==> src/rtl/cfgw_pkg.sv <==
package cfgw_pkg;
    localparam int WORD_W = 16;
    localparam int ADDR_W = 4;
    localparam int DATA_W = 12;
    localparam int MODE_W = 3;
    localparam int NSET   = 4;

    typedef enum logic [MODE_W-1:0] {
        PM_SHDN = 3'd0,
        PM_IDLE = 3'd1,
        PM_STBY = 3'd2,
        PM_RX   = 3'd3,
        PM_TX   = 3'd4,
        PM_FD   = 3'd5
    } pmode_e;

    localparam logic [ADDR_W-1:0] A_PMODE = 4'd0;
    localparam logic [ADDR_W-1:0] A_WAKE  = 4'd1;
    localparam logic [ADDR_W-1:0] A_SET0  = 4'd2;

    function automatic logic code_ok(input logic [MODE_W-1:0] c);
        return c <= 3'd5;
    endfunction
endpackage

==> src/rtl/cfgw_sync.sv <==
module cfgw_sync #(
    parameter int           W    = 1,
    parameter logic [W-1:0] INIT = '0
) (
    input  logic         clk,
    input  logic         rst_n,
    input  logic [W-1:0] d,
    output logic [W-1:0] q
);
    logic [W-1:0] meta;

    always_ff @(posedge clk or negedge rst_n) begin
        if (!rst_n) begin
            meta <= INIT;
            q    <= INIT;
        end else begin
            meta <= d;
            q    <= meta;
        end
    end
endmodule

==> src/rtl/cfgw_shift.sv <==
module cfgw_shift
    import cfgw_pkg::*;
(
    input  logic              clk,
    input  logic              rst_n,
    input  logic              sel_s,
    input  logic              sck_s,
    input  logic              dat_s,
    output logic              sel_rise,
    output logic              word_ok,
    output logic [WORD_W-1:0] word
);
    localparam int CNT_W = $clog2(WORD_W) + 1;
    localparam logic [CNT_W-1:0] FULL = CNT_W'(WORD_W);
    localparam logic [CNT_W-1:0] SAT  = '1;

    logic             sel_q, sck_q;
    logic [CNT_W-1:0] cnt;
    logic             sel_fall, sck_rise;

    assign sel_fall = sel_q & ~sel_s;
    assign sel_rise = sel_s & ~sel_q;
    assign sck_rise = sck_s & ~sck_q;
    assign word_ok  = sel_rise && (cnt == FULL);

    always_ff @(posedge clk or negedge rst_n) begin
        if (!rst_n) begin
            sel_q <= 1'b1;
            sck_q <= 1'b0;
            cnt   <= '0;
            word  <= '0;
        end else begin
            sel_q <= sel_s;
            sck_q <= sck_s;
            if (sel_fall) begin
                cnt  <= '0;
                word <= '0;
            end else if (!sel_s && sck_rise) begin
                word <= {word[WORD_W-2:0], dat_s};
                if (cnt != SAT) cnt <= cnt + 1'b1;
            end
        end
    end
endmodule

==> src/rtl/cfgw_regs.sv <==
module cfgw_regs
    import cfgw_pkg::*;
(
    input  logic                        clk,
    input  logic                        rst_n,
    input  logic                        wr_en,
    input  logic [WORD_W-1:0]           word,
    output logic                        mode_wr,
    output logic [MODE_W-1:0]           mode_code,
    output logic [MODE_W-1:0]           wake_sel,
    output logic [NSET-1:0][DATA_W-1:0] set_o
);
    logic [ADDR_W-1:0] addr;
    logic [DATA_W-1:0] data;

    assign addr      = word[WORD_W-1 -: ADDR_W];
    assign data      = word[DATA_W-1:0];
    assign mode_code = data[MODE_W-1:0];
    assign mode_wr   = wr_en && (addr == A_PMODE) && code_ok(mode_code);

    always_ff @(posedge clk or negedge rst_n) begin
        if (!rst_n)                          wake_sel <= '0;
        else if (wr_en && addr == A_WAKE)    wake_sel <= data[MODE_W-1:0];
    end

    for (genvar i = 0; i < NSET; i++) begin : g_set
        localparam logic [ADDR_W-1:0] MY_A = ADDR_W'(int'(A_SET0) + i);
        logic [DATA_W-1:0] r;
        always_ff @(posedge clk or negedge rst_n) begin
            if (!rst_n)                    r <= '0;
            else if (wr_en && addr == MY_A) r <= data;
        end
        assign set_o[i] = r;
    end
endmodule

==> src/rtl/cfgw_pwr.sv <==
module cfgw_pwr
    import cfgw_pkg::*;
#(
    parameter int WAKE_CYC   = 40,
    parameter int SWITCH_CYC = 12
) (
    input  logic              clk,
    input  logic              rst_n,
    input  logic              sel_rise,
    input  logic              mode_wr,
    input  logic [MODE_W-1:0] mode_code,
    input  logic [MODE_W-1:0] wake_sel,
    output logic [MODE_W-1:0] mode_o,
    output logic              ready_o
);
    localparam int SMAX   = (WAKE_CYC > SWITCH_CYC) ? WAKE_CYC : SWITCH_CYC;
    localparam int SCNT_W = $clog2(SMAX + 1);
    localparam logic [SCNT_W-1:0] LD_WAKE = SCNT_W'(WAKE_CYC);
    localparam logic [SCNT_W-1:0] LD_SW   = SCNT_W'(SWITCH_CYC);

    pmode_e            state_q, state_d, wake_tgt;
    logic [SCNT_W-1:0] cnt_q, cnt_d;

    always_comb begin
        if (wake_sel != 3'd0 && code_ok(wake_sel)) wake_tgt = pmode_e'(wake_sel);
        else                                       wake_tgt = PM_IDLE;
    end

    always_comb begin
        state_d = state_q;
        unique case (state_q)
            PM_SHDN: if (sel_rise) state_d = wake_tgt;
            PM_IDLE, PM_STBY, PM_RX, PM_TX, PM_FD:
                if (mode_wr) state_d = pmode_e'(mode_code);
            default: state_d = PM_SHDN;
        endcase
    end

    always_comb begin
        cnt_d = cnt_q;
        if (state_d != state_q) begin
            if (state_d == PM_SHDN)      cnt_d = '0;
            else if (state_q == PM_SHDN) cnt_d = LD_WAKE;
            else                         cnt_d = LD_SW;
        end else if (cnt_q != '0) begin
            cnt_d = cnt_q - 1'b1;
        end
    end

    always_ff @(posedge clk or negedge rst_n) begin
        if (!rst_n) begin
            state_q <= PM_SHDN;
            cnt_q   <= '0;
        end else begin
            state_q <= state_d;
            cnt_q   <= cnt_d;
        end
    end

    always_comb begin
        mode_o  = state_q;
        ready_o = (state_q != PM_SHDN) && (cnt_q == '0);
    end
endmodule

==> src/rtl/cfgw_port.sv <==
module cfgw_port
    import cfgw_pkg::*;
#(
    parameter int WAKE_CYC   = 40,
    parameter int SWITCH_CYC = 12
) (
    input  logic              clk,
    input  logic              rst_n,
    input  logic              ser_sel_n,
    input  logic              ser_clk,
    input  logic              ser_dat,
    output logic [MODE_W-1:0] pmode_o,
    output logic              ready_o,
    output logic [MODE_W-1:0] wake_mode_o,
    output logic [DATA_W-1:0] tx_offset_o,
    output logic [DATA_W-1:0] tx_cmode_o,
    output logic [DATA_W-1:0] aux_dac_o,
    output logic [DATA_W-1:0] aux_adc_o
);
    logic [2:0]                  pins_s;
    logic                        sel_rise, word_ok, mode_wr;
    logic [WORD_W-1:0]           word;
    logic [MODE_W-1:0]           mode_code;
    logic [NSET-1:0][DATA_W-1:0] set_v;

    cfgw_sync #(.W(3), .INIT(3'b100)) u_sync (
        .clk(clk), .rst_n(rst_n),
        .d({ser_sel_n, ser_clk, ser_dat}), .q(pins_s)
    );

    cfgw_shift u_shift (
        .clk(clk), .rst_n(rst_n),
        .sel_s(pins_s[2]), .sck_s(pins_s[1]), .dat_s(pins_s[0]),
        .sel_rise(sel_rise), .word_ok(word_ok), .word(word)
    );

    cfgw_regs u_regs (
        .clk(clk), .rst_n(rst_n),
        .wr_en(word_ok && (pmode_o != PM_SHDN)),
        .word(word), .mode_wr(mode_wr), .mode_code(mode_code),
        .wake_sel(wake_mode_o), .set_o(set_v)
    );

    cfgw_pwr #(.WAKE_CYC(WAKE_CYC), .SWITCH_CYC(SWITCH_CYC)) u_pwr (
        .clk(clk), .rst_n(rst_n),
        .sel_rise(sel_rise), .mode_wr(mode_wr), .mode_code(mode_code),
        .wake_sel(wake_mode_o), .mode_o(pmode_o), .ready_o(ready_o)
    );

    assign tx_offset_o = set_v[0];
    assign tx_cmode_o  = set_v[1];
    assign aux_dac_o   = set_v[2];
    assign aux_adc_o   = set_v[3];
endmodule

==> config.mk <==
export PLATFORM = sky130hd
export DESIGN_NAME = cfgw_port
export DESIGN_NICKNAME = d
export VERILOG_FILES = /design/src/rtl/cfgw_pkg.sv /design/src/rtl/cfgw_sync.sv /design/src/rtl/cfgw_shift.sv /design/src/rtl/cfgw_regs.sv /design/src/rtl/cfgw_pwr.sv /design/src/rtl/cfgw_port.sv
export SDC_FILE = /design/constraint.sdc
export NUM_CORES = 1
export LEC_CHECK = 0
export BUFFER_PORTS_ARGS = -buffer_cell sky130_fd_sc_hd__buf_2
export CORE_ASPECT_RATIO = 1.5
export CORE_MARGIN = 2
export CORE_UTILIZATION = 51
export DETAILED_ROUTE_END_ITERATION = 10
export GPL_ROUTABILITY_DRIVEN = 1
export PLACE_DENSITY = 0.87
export SYNTH_ARGS = -nofsm -noshare
export SYNTH_HDL_FRONTEND = slang
export SYNTH_HIERARCHICAL = 1
export SYNTH_SLANG_ARGS = --single-unit
==> constraint.sdc <==
create_clock -name clk -period 3 [get_ports clk]
set_input_delay 0.6 -clock clk [delete_from_list [all_inputs] [get_ports clk]]
set_output_delay 0.6 -clock clk [all_outputs]
set_load 0.02 [all_outputs]
==> results.sh, run 1 <==
export IMPL_status="complete, no violations"
export IMPL_synthArstFlopShare_pct=100.0
export IMPL_synth_edf_count=0
export IMPL_drv_cap=0
export IMPL_portBuffers=59
export IMPL_fp_dieW_um=75.45
export IMPL_clockBufferDepth=2
export IMPL_irDropWorstVdd_uv=426.7
export IMPL_synthesis_nets=316
export IMPL_hold_violations=0
export IMPL_ys_seq_area_share_pct=57.13
export IMPL_cts_tree="yes"
export IMPL_synth_area_per_cell_um2=12.72
export IMPL_critPathMaxFanout=9
export IMPL_die_h_um=111.2
export IMPL_synth_main_ff_cell="dfrtp_1"
export IMPL_dieArea_mm2=0.008387
export IMPL_cts_buffers=9
export IMPL_track_usage_pct=20.22
export IMPL_worst_clock_skew_ns=0.006114
export IMPL_path_clk_slew_ns=0.06
export IMPL_detail_route_wl_per_cell_um=16.61
export IMPL_hold_slack_ns=0.3514
export IMPL_placementRows=39
export IMPL_synth_cell_type_count=50
export IMPL_initial_core_util_pct=51.96
export IMPL_cts_sinks=89
export IMPL_crit_type="register to register"
export IMPL_maxSlewViolCount=0
export IMPL_tns_ns=0
export IMPL_finalSetupViolations=0
export IMPL_netlist_area_mm2=0.003905
export IMPL_fmax_ghz=0.3547
export IMPL_core_area_mm2=0.007515
export IMPL_finalCritPeriodShare_pct=93.98
export IMPL_routed_wl_um=7892
export IMPL_root_buffer="clkbuf_16"
export IMPL_nets=377
export IMPL_cp_end_kind="register"
export IMPL_detail_route_antenna_nets=0
export IMPL_hp_class="register to register"
export IMPL_power_mw=2.700
export IMPL_design_area_mm2=0.004617
export IMPL_grt_pass1_wl_um=12620
export IMPL_ys_ff_latch=89
export IMPL_drt_initial_drc_count=236
export IMPL_routed_via_density=5.472
export IMPL_worst_slew_pin_slew_ns=1.072
export IMPL_critPathLaunchType="register"
export IMPL_period_needed_ns=2.820
export IMPL_rsz0062_at_grt="false"
export IMPL_post_dp_hpwl_um=5206
export IMPL_firstDrtPassIters=4
export IMPL_n_antenna_cell=0
export IMPL_grt_max_degree=90
export IMPL_drive_above_1_share_pct=40.75
export IMPL_dpl_cell_area_mm2=0.004282
export IMPL_arrival_ns=3.04
export IMPL_pin_count=60
export IMPL_p_leak_nw=2.414
export IMPL_slew_headroom_pct=28.54
export IMPL_yosys_warnings=6
export IMPL_grt_overflow=0
export IMPL_htree_levels=3
export IMPL_area_growth_pct=18.23
export IMPL_p_per_area_mw_per_mm2=584.8
export IMPL_insertion_delay_ns=0.34
export IMPL_drc=0
export IMPL_synth_cells=307
export IMPL_grt_pass1_vias=2526
export IMPL_num_vias=2599
export IMPL_antenna_found_initial=0
export IMPL_crit_required_ns=3.22
export IMPL_gp_congestion=0.8595
-- cells in the final DEF (no fill, tap or decap), types with 8 or more instances in the layout --
master     netlist  layout
dfrtp_1         86      86
buf_2            3      58
mux2_2          41      41
nand2_1         35      35
a21oi_1         17      17
mux2_4          11      11
clkbuf_16        0       9
buf_4            4       9
nand3_1          9       9
nor2_1           9       8
-- routing by layer --
| layer | share of wire [%] | GRT usage, % |
|---|---|---|
| met2 | 53 | 31.77 |
| met5 | 0 | 0 |
| met3 | 4.2 | 5.273 |
| met4 | 2.0 | 8.421 |
| met1 | 41 | 26.02 |
-- layout make-up --
| class | instances | area (um2) |
|---|---|---|
| flip-flops and latches | 89 | 2231 |
| fillers | 631 | 2898 |
| clock inverters | 4 | 51.30 |
| inverters | 7 | 26.28 |
| repair buffers | 67 | 357.8 |
| clock buffers | 12 | 256.5 |
| multi-input cells | 194 | 1567 |
| well taps | 102 | 127.6 |
-- sequential cells by signal (all words and copies together), names as in the netlist, 3 cells and up --
name / count
u_sync/meta: 3
u_sync/q: 3
u_regs/wake_sel: 3
u_pwr/mode_o: 3
u_shift/word: 16
u_regs/g_set.r: 48
u_pwr/cnt_q: 6
u_shift/cnt: 5
-- synth_stat cells, types with 2 or more instances --
cell | count | area share (%)
o221ai_1 | 2 | 0.45
clkbuf_1 | 6 | 0.58
mux2_2 | 41 | 12
a211o_1 | 2 | 0.45
inv_1 | 7 | 0.67
nand3b_1 | 7 | 1.3
dfstp_2 | 3 | 2.0
a21oi_1 | 17 | 2.2
o21a_1 | 3 | 0.58
buf_6 | 4 | 1.2
xor2_1 | 2 | 0.45
and2b_1 | 2 | 0.38
buf_4 | 4 | 0.77
o21ai_0 | 7 | 0.90
nor2_1 | 9 | 0.87
dfrtp_1 | 86 | 55
o211ai_1 | 3 | 0.58
or3_1 | 3 | 0.48
nand3_1 | 9 | 1.2
nor4b_1 | 2 | 0.45
buf_2 | 3 | 0.38
nand2_1 | 35 | 3.4
or4b_4 | 2 | 0.70
nand2b_1 | 5 | 0.80
ha_1 | 4 | 1.3
o31ai_1 | 2 | 0.38
mux2i_1 | 3 | 0.77
nor3b_1 | 2 | 0.38
mux2_4 | 11 | 4.2
-- per-stage QoR --
stage | worst slack [ns] | cells | utilization, %
finish | 0.1805 | 475 | 61.44
detailed placement | 0.08323 | 458 | 56.98
floorplan | 0.04319 | 307 | -
CTS | 0.06349 | 474 | 61.07
global route | 0.007370 | 475 | 61.44
global placement | 0.2037 | 458 | 56.98
-- report_power, final --
part | internal, mW | switching, mW
logic | 0.118 | 0.134
registers | 1.25 | 0.0557
clock network | 0.691 | 0.447
-- worst max-delay path, stage by stage, from the launching register on --
cell      delay [ns]
dfstp_2         0.60
nor2b_2         0.17
nor4b_2         0.19
o31a_1          0.23
nand2b_4        0.09
nor4b_4         0.26
o21a_1          0.16
o211ai_1        0.15
o211a_1         0.21
o221ai_4        0.30
mux2_4          0.33
-- path summary, 6_finish.rpt --
check                           slack [ns]      startpoint              endpoint  cells after the start
worst max-delay path                  0.18     u_sync/q[2]        u_pwr/cnt_q[2]                     10
worst min-delay path                  0.35  u_sync/meta[1]           u_sync/q[1]                      0
worst max register to register        0.18     u_sync/q[2]        u_pwr/cnt_q[2]                     10
worst min register to register        0.35  u_sync/meta[1]           u_sync/q[1]                      0
max in group asynchronous             1.85           rst_n  u_regs/g_set[3].r[0]                      1
min in group asynchronous             0.46           rst_n        u_pwr/cnt_q[4]                      1
-- cell families after synthesis --
logic type               Yosys count  share of synthesized area, %
adder cells (fa/ha/maj)            4                         1.282
XOR/XNOR                           3                        0.6730
flip-flops                        89                         57.13
multiplexers                      55                         16.82
buffers and inverters             24                         3.556
AND/OR/NAND/NOR                   90                         13.23
AO/OA/AOI/OAI                     42                         7.306
-- repair_timing --
item / in CTS / in global routing
setup endpoints to repair: 0 / 3
resized for setup: 0 / 4
buffers inserted: 0 / 1
hold buffers: 0 / 0
Note: power is estimated with default switching activity, not from simulation.
==> run 2: changes to the inputs <==
--- a/config.mk
+++ b/config.mk
@@ -5,13 +5,14 @@
 export SDC_FILE = /design/constraint.sdc
 export NUM_CORES = 1
 export LEC_CHECK = 0
+export ABC_AREA = 1
 export BUFFER_PORTS_ARGS = -buffer_cell sky130_fd_sc_hd__buf_2
 export CORE_ASPECT_RATIO = 1.5
 export CORE_MARGIN = 2
 export CORE_UTILIZATION = 51
 export DETAILED_ROUTE_END_ITERATION = 10
 export GPL_ROUTABILITY_DRIVEN = 1
-export PLACE_DENSITY = 0.87
+export PLACE_DENSITY = 0.86
 export SYNTH_ARGS = -nofsm -noshare
 export SYNTH_HDL_FRONTEND = slang
 export SYNTH_HIERARCHICAL = 1
==> run 2 against run 1 <==
  * Sequential share of layout area fell by 1.4 points
  * Flip-flop and latch count did not move
  * Design area rose by 3.0%
  * Combinational power up 19%
  * Fmax grew 4.5%
  * Clock skew about the same
  * Synthesized cell count up 53%
  * Die area grew 5.2%
==> results.sh, run 2 <==
export IMPL_synthTopCellsByCount="nand2_1, dfrtp_1, inv_1"
export IMPL_drc=0
export IMPL_ctsHoldBuffers=0
export IMPL_die_h_um=114.0
export IMPL_drt_initial_drc_count=272
export IMPL_synth_cells=470
export IMPL_detail_route_wl_per_cell_um=15.08
export IMPL_seqCellArea_mm2=0.002231
export IMPL_num_vias=3473
export IMPL_fill_cells=680
export IMPL_netlist_area_mm2=0.004116
export IMPL_power_share_clock_pct=39.7
export IMPL_finalSetupViolations=0
export IMPL_antenna_found_initial=0
export IMPL_path_clk_slew_ns=0.06
export IMPL_power_switching_mw=0.6683
export IMPL_largest_register_ffs=48
export IMPL_synth_area_top_cells="dfrtp_1, nand2_1, nand4_1"
export IMPL_grt_pass1_vias=3347
export IMPL_firstDrtPassIters=5
export IMPL_track_usage_pct=22.57
export IMPL_slowest_stage="dfrtp_1"
export IMPL_ys_ff_latch=89
export IMPL_dieArea_mm2=0.008821
export IMPL_p_per_area_mw_per_mm2=554.3
export IMPL_nets=532
export IMPL_htree_levels=3
export IMPL_hold_slack_ns=0.3055
export IMPL_gp_congestion=0.8243
export IMPL_fp_dieW_um=77.36
export IMPL_area_growth_pct=15.47
export IMPL_post_synth_top_count_cell="nand2_1"
export IMPL_grt_overflow=0
export IMPL_n_antenna_cell=0
export IMPL_synth_edf_count=0
export IMPL_irDropWorstVdd_uv=297.7
export IMPL_cp_cell_sequence="inv_1, ha_1, nand2_1, nor4_1, inv_1, a21oi_2, nand3_1, a21oi_1, nand2_1, o21ai_0, nand3_1, nand2_2, nand2_1, nand2_2, nand3_4, nor2_4, a21oi_1"
export IMPL_clockBufferDepth=2
export IMPL_hp_class="primary input to asynchronous set/reset pin"
export IMPL_grt_max_degree=58
export IMPL_initial_core_util_pct=52.06
export IMPL_cpPeakStageDelay_ns=0.42
export IMPL_routed_via_density=5.487
export IMPL_hold_violations=0
export IMPL_p_int_mw=1.966
export IMPL_worst_slew_pin_slew_ns=0.7212
export IMPL_swShare_pct=25.37
export IMPL_synth_top_area_share_pct=52.28
export IMPL_cts_sinks=89
export IMPL_fin_ws_ns=0.3012
export IMPL_finalCritPeriodShare_pct=89.96
export IMPL_fin_cells=633
export IMPL_power_mw=2.635
export IMPL_routed_wl_um=9544
export IMPL_finalCoreUtilization_pct=60.11
export IMPL_rsz0062_at_grt="false"
export IMPL_synth_main_ff_cell="dfrtp_1"
export IMPL_status="complete, no violations"
export IMPL_power_share_combinational_pct=11.4
export IMPL_root_buffer="clkbuf_16"
export IMPL_cp_end_kind="register"
export IMPL_portBuffers=59
export IMPL_crit_type="register to register"
export IMPL_synthesis_nets=479
export IMPL_detail_route_antenna_nets=0
export IMPL_critPathLaunchType="register"
export IMPL_cts_tree="yes"
export IMPL_cts_buffers=9
export IMPL_yosys_warnings=6
export IMPL_multi_input_area_mm2=0.001564
export IMPL_post_synth_top_area_cell="dfrtp_1"
export IMPL_insertion_delay_ns=0.35
export IMPL_layout_cells_most_common="nand2_1"
export IMPL_slew_headroom_pct=51.92
export IMPL_dpl_cell_area_mm2=0.004477
export IMPL_synth_cell_type_count=30
export IMPL_crit_required_ns=3.23
export IMPL_most_common_layout_cells="nand2_1, dfrtp_1, buf_2, inv_1, nand4_1"
export IMPL_placementRows=40
export IMPL_critPathMaxFanout=6
export IMPL_synth_area_per_cell_um2=8.758
export IMPL_dpl_worst_slack_ns=0.3353
export IMPL_drv_cap=0
export IMPL_top_regs="u_regs/g_set.r x48, u_shift/word x16, u_pwr/cnt_q x6"
export IMPL_tns_ns=0
export IMPL_core_area_mm2=0.007908
export IMPL_maxSlewViolCount=0
export IMPL_period_needed_ns=2.699
export IMPL_synthArstFlopShare_pct=100.0
export IMPL_design_area_mm2=0.004753
export IMPL_fmax_ghz=0.3705
export IMPL_pin_count=60
export IMPL_regMostFlops="u_regs/g_set.r"
export IMPL_p_leak_nw=2.558
export IMPL_cts_repair_resized=0
export IMPL_post_dp_hpwl_um=6598
export IMPL_dp_cells=617
export IMPL_post_cts_setup_buffers=0
export IMPL_worst_clock_skew_ns=0.006404
export IMPL_power_frac_seq_pct=48.8
export IMPL_cp_common_cell="nand2_1"
export IMPL_drive_above_1_share_pct=21.21
export IMPL_arrival_ns=2.93
export IMPL_ys_seq_area_share_pct=54.19
export IMPL_grt_pass1_wl_um=15530
==> run 2: cell count changes after synthesis, moves of 12 or more <==
cell,before,now
nand2_1,35,147
mux2_2,41,0
o21bai_1,0,12
inv_1,7,49
nand4_1,0,43
nand3_1,9,27
==> run 2: area by class of cell <==
| cell class | count | area share (%) |
|---|---|---|
| well taps | 105 | 2.764 |
| multi-input cells | 305 | 32.90 |
| clock inverters | 2 | 0.2632 |
| repair buffers | 64 | 7.318 |
| clock buffers | 14 | 5.554 |
| inverters | 54 | 4.264 |
| flip-flops and latches | 89 | 46.93 |
==> run 2: layer usage <==
layer / vias to the layer above / global-route usage [%] / part of all wire [%] / wire length [um]
met2: 130 / 37.22 / 51 / 4874
met5: - / 0 / 0 / 0
met1: 1665 / 26.42 / 39 / 3705
met4: 0 / 13.57 / 4.2 / 397
li1: 1638 / - / - / -
met3: 40 / 5.854 / 5.9 / 566
==> run 2: path summary, 6_finish.rpt <==
kind                           startpoint               endpoint  slack [ns]  cells past startpoint
setup reg to reg           u_shift/cnt[0]         u_pwr/cnt_q[3]        0.30                     17
setup / recovery           u_shift/cnt[0]         u_pwr/cnt_q[3]        0.30                     17
min in group clk           u_sync/meta[1]            u_sync/q[1]        0.35                      0
max in group asynchronous           rst_n  u_regs/g_set[0].r[11]        2.05                      2
hold / removal                      rst_n   u_regs/g_set[2].r[9]        0.31                      1
hold reg to reg            u_sync/meta[1]            u_sync/q[1]        0.35                      0
==> run 2: worst max-delay path: cells and delay by family (launching register included) <==
kind            cells  cell delay, ns
simple gates       10            1.20
compound gates      4            0.63
flops               1            0.42
buf+inv             2            0.18
fa+ha+maj           1            0.15
==> run 2: logic make-up after synthesis <==
family / count (synthesis) / share of synthesized area (%)
AND/OR/NAND/NOR: 260 / 30.18
flip-flops: 89 / 54.19
XOR/XNOR: 4 / 0.8512
buffers and inverters: 76 / 7.903
adder cells (fa/ha/maj): 4 / 1.216
AO/OA/AOI/OAI: 37 / 5.654
==> run 2: power groups by stage <==
| stage | combinational (mW) | clock (mW) | sequential (mW) |
|---|---|---|---|
| floorplan | 0.222 | 0 | 1.30 |
| global placement | 0.282 | 0 | 1.31 |
| detailed placement | 0.298 | 0 | 1.31 |
| CTS | 0.301 | 1.06 | 1.29 |
| global route | 0.336 | 1.11 | 1.29 |
| finish | 0.301 | 1.05 | 1.29 |
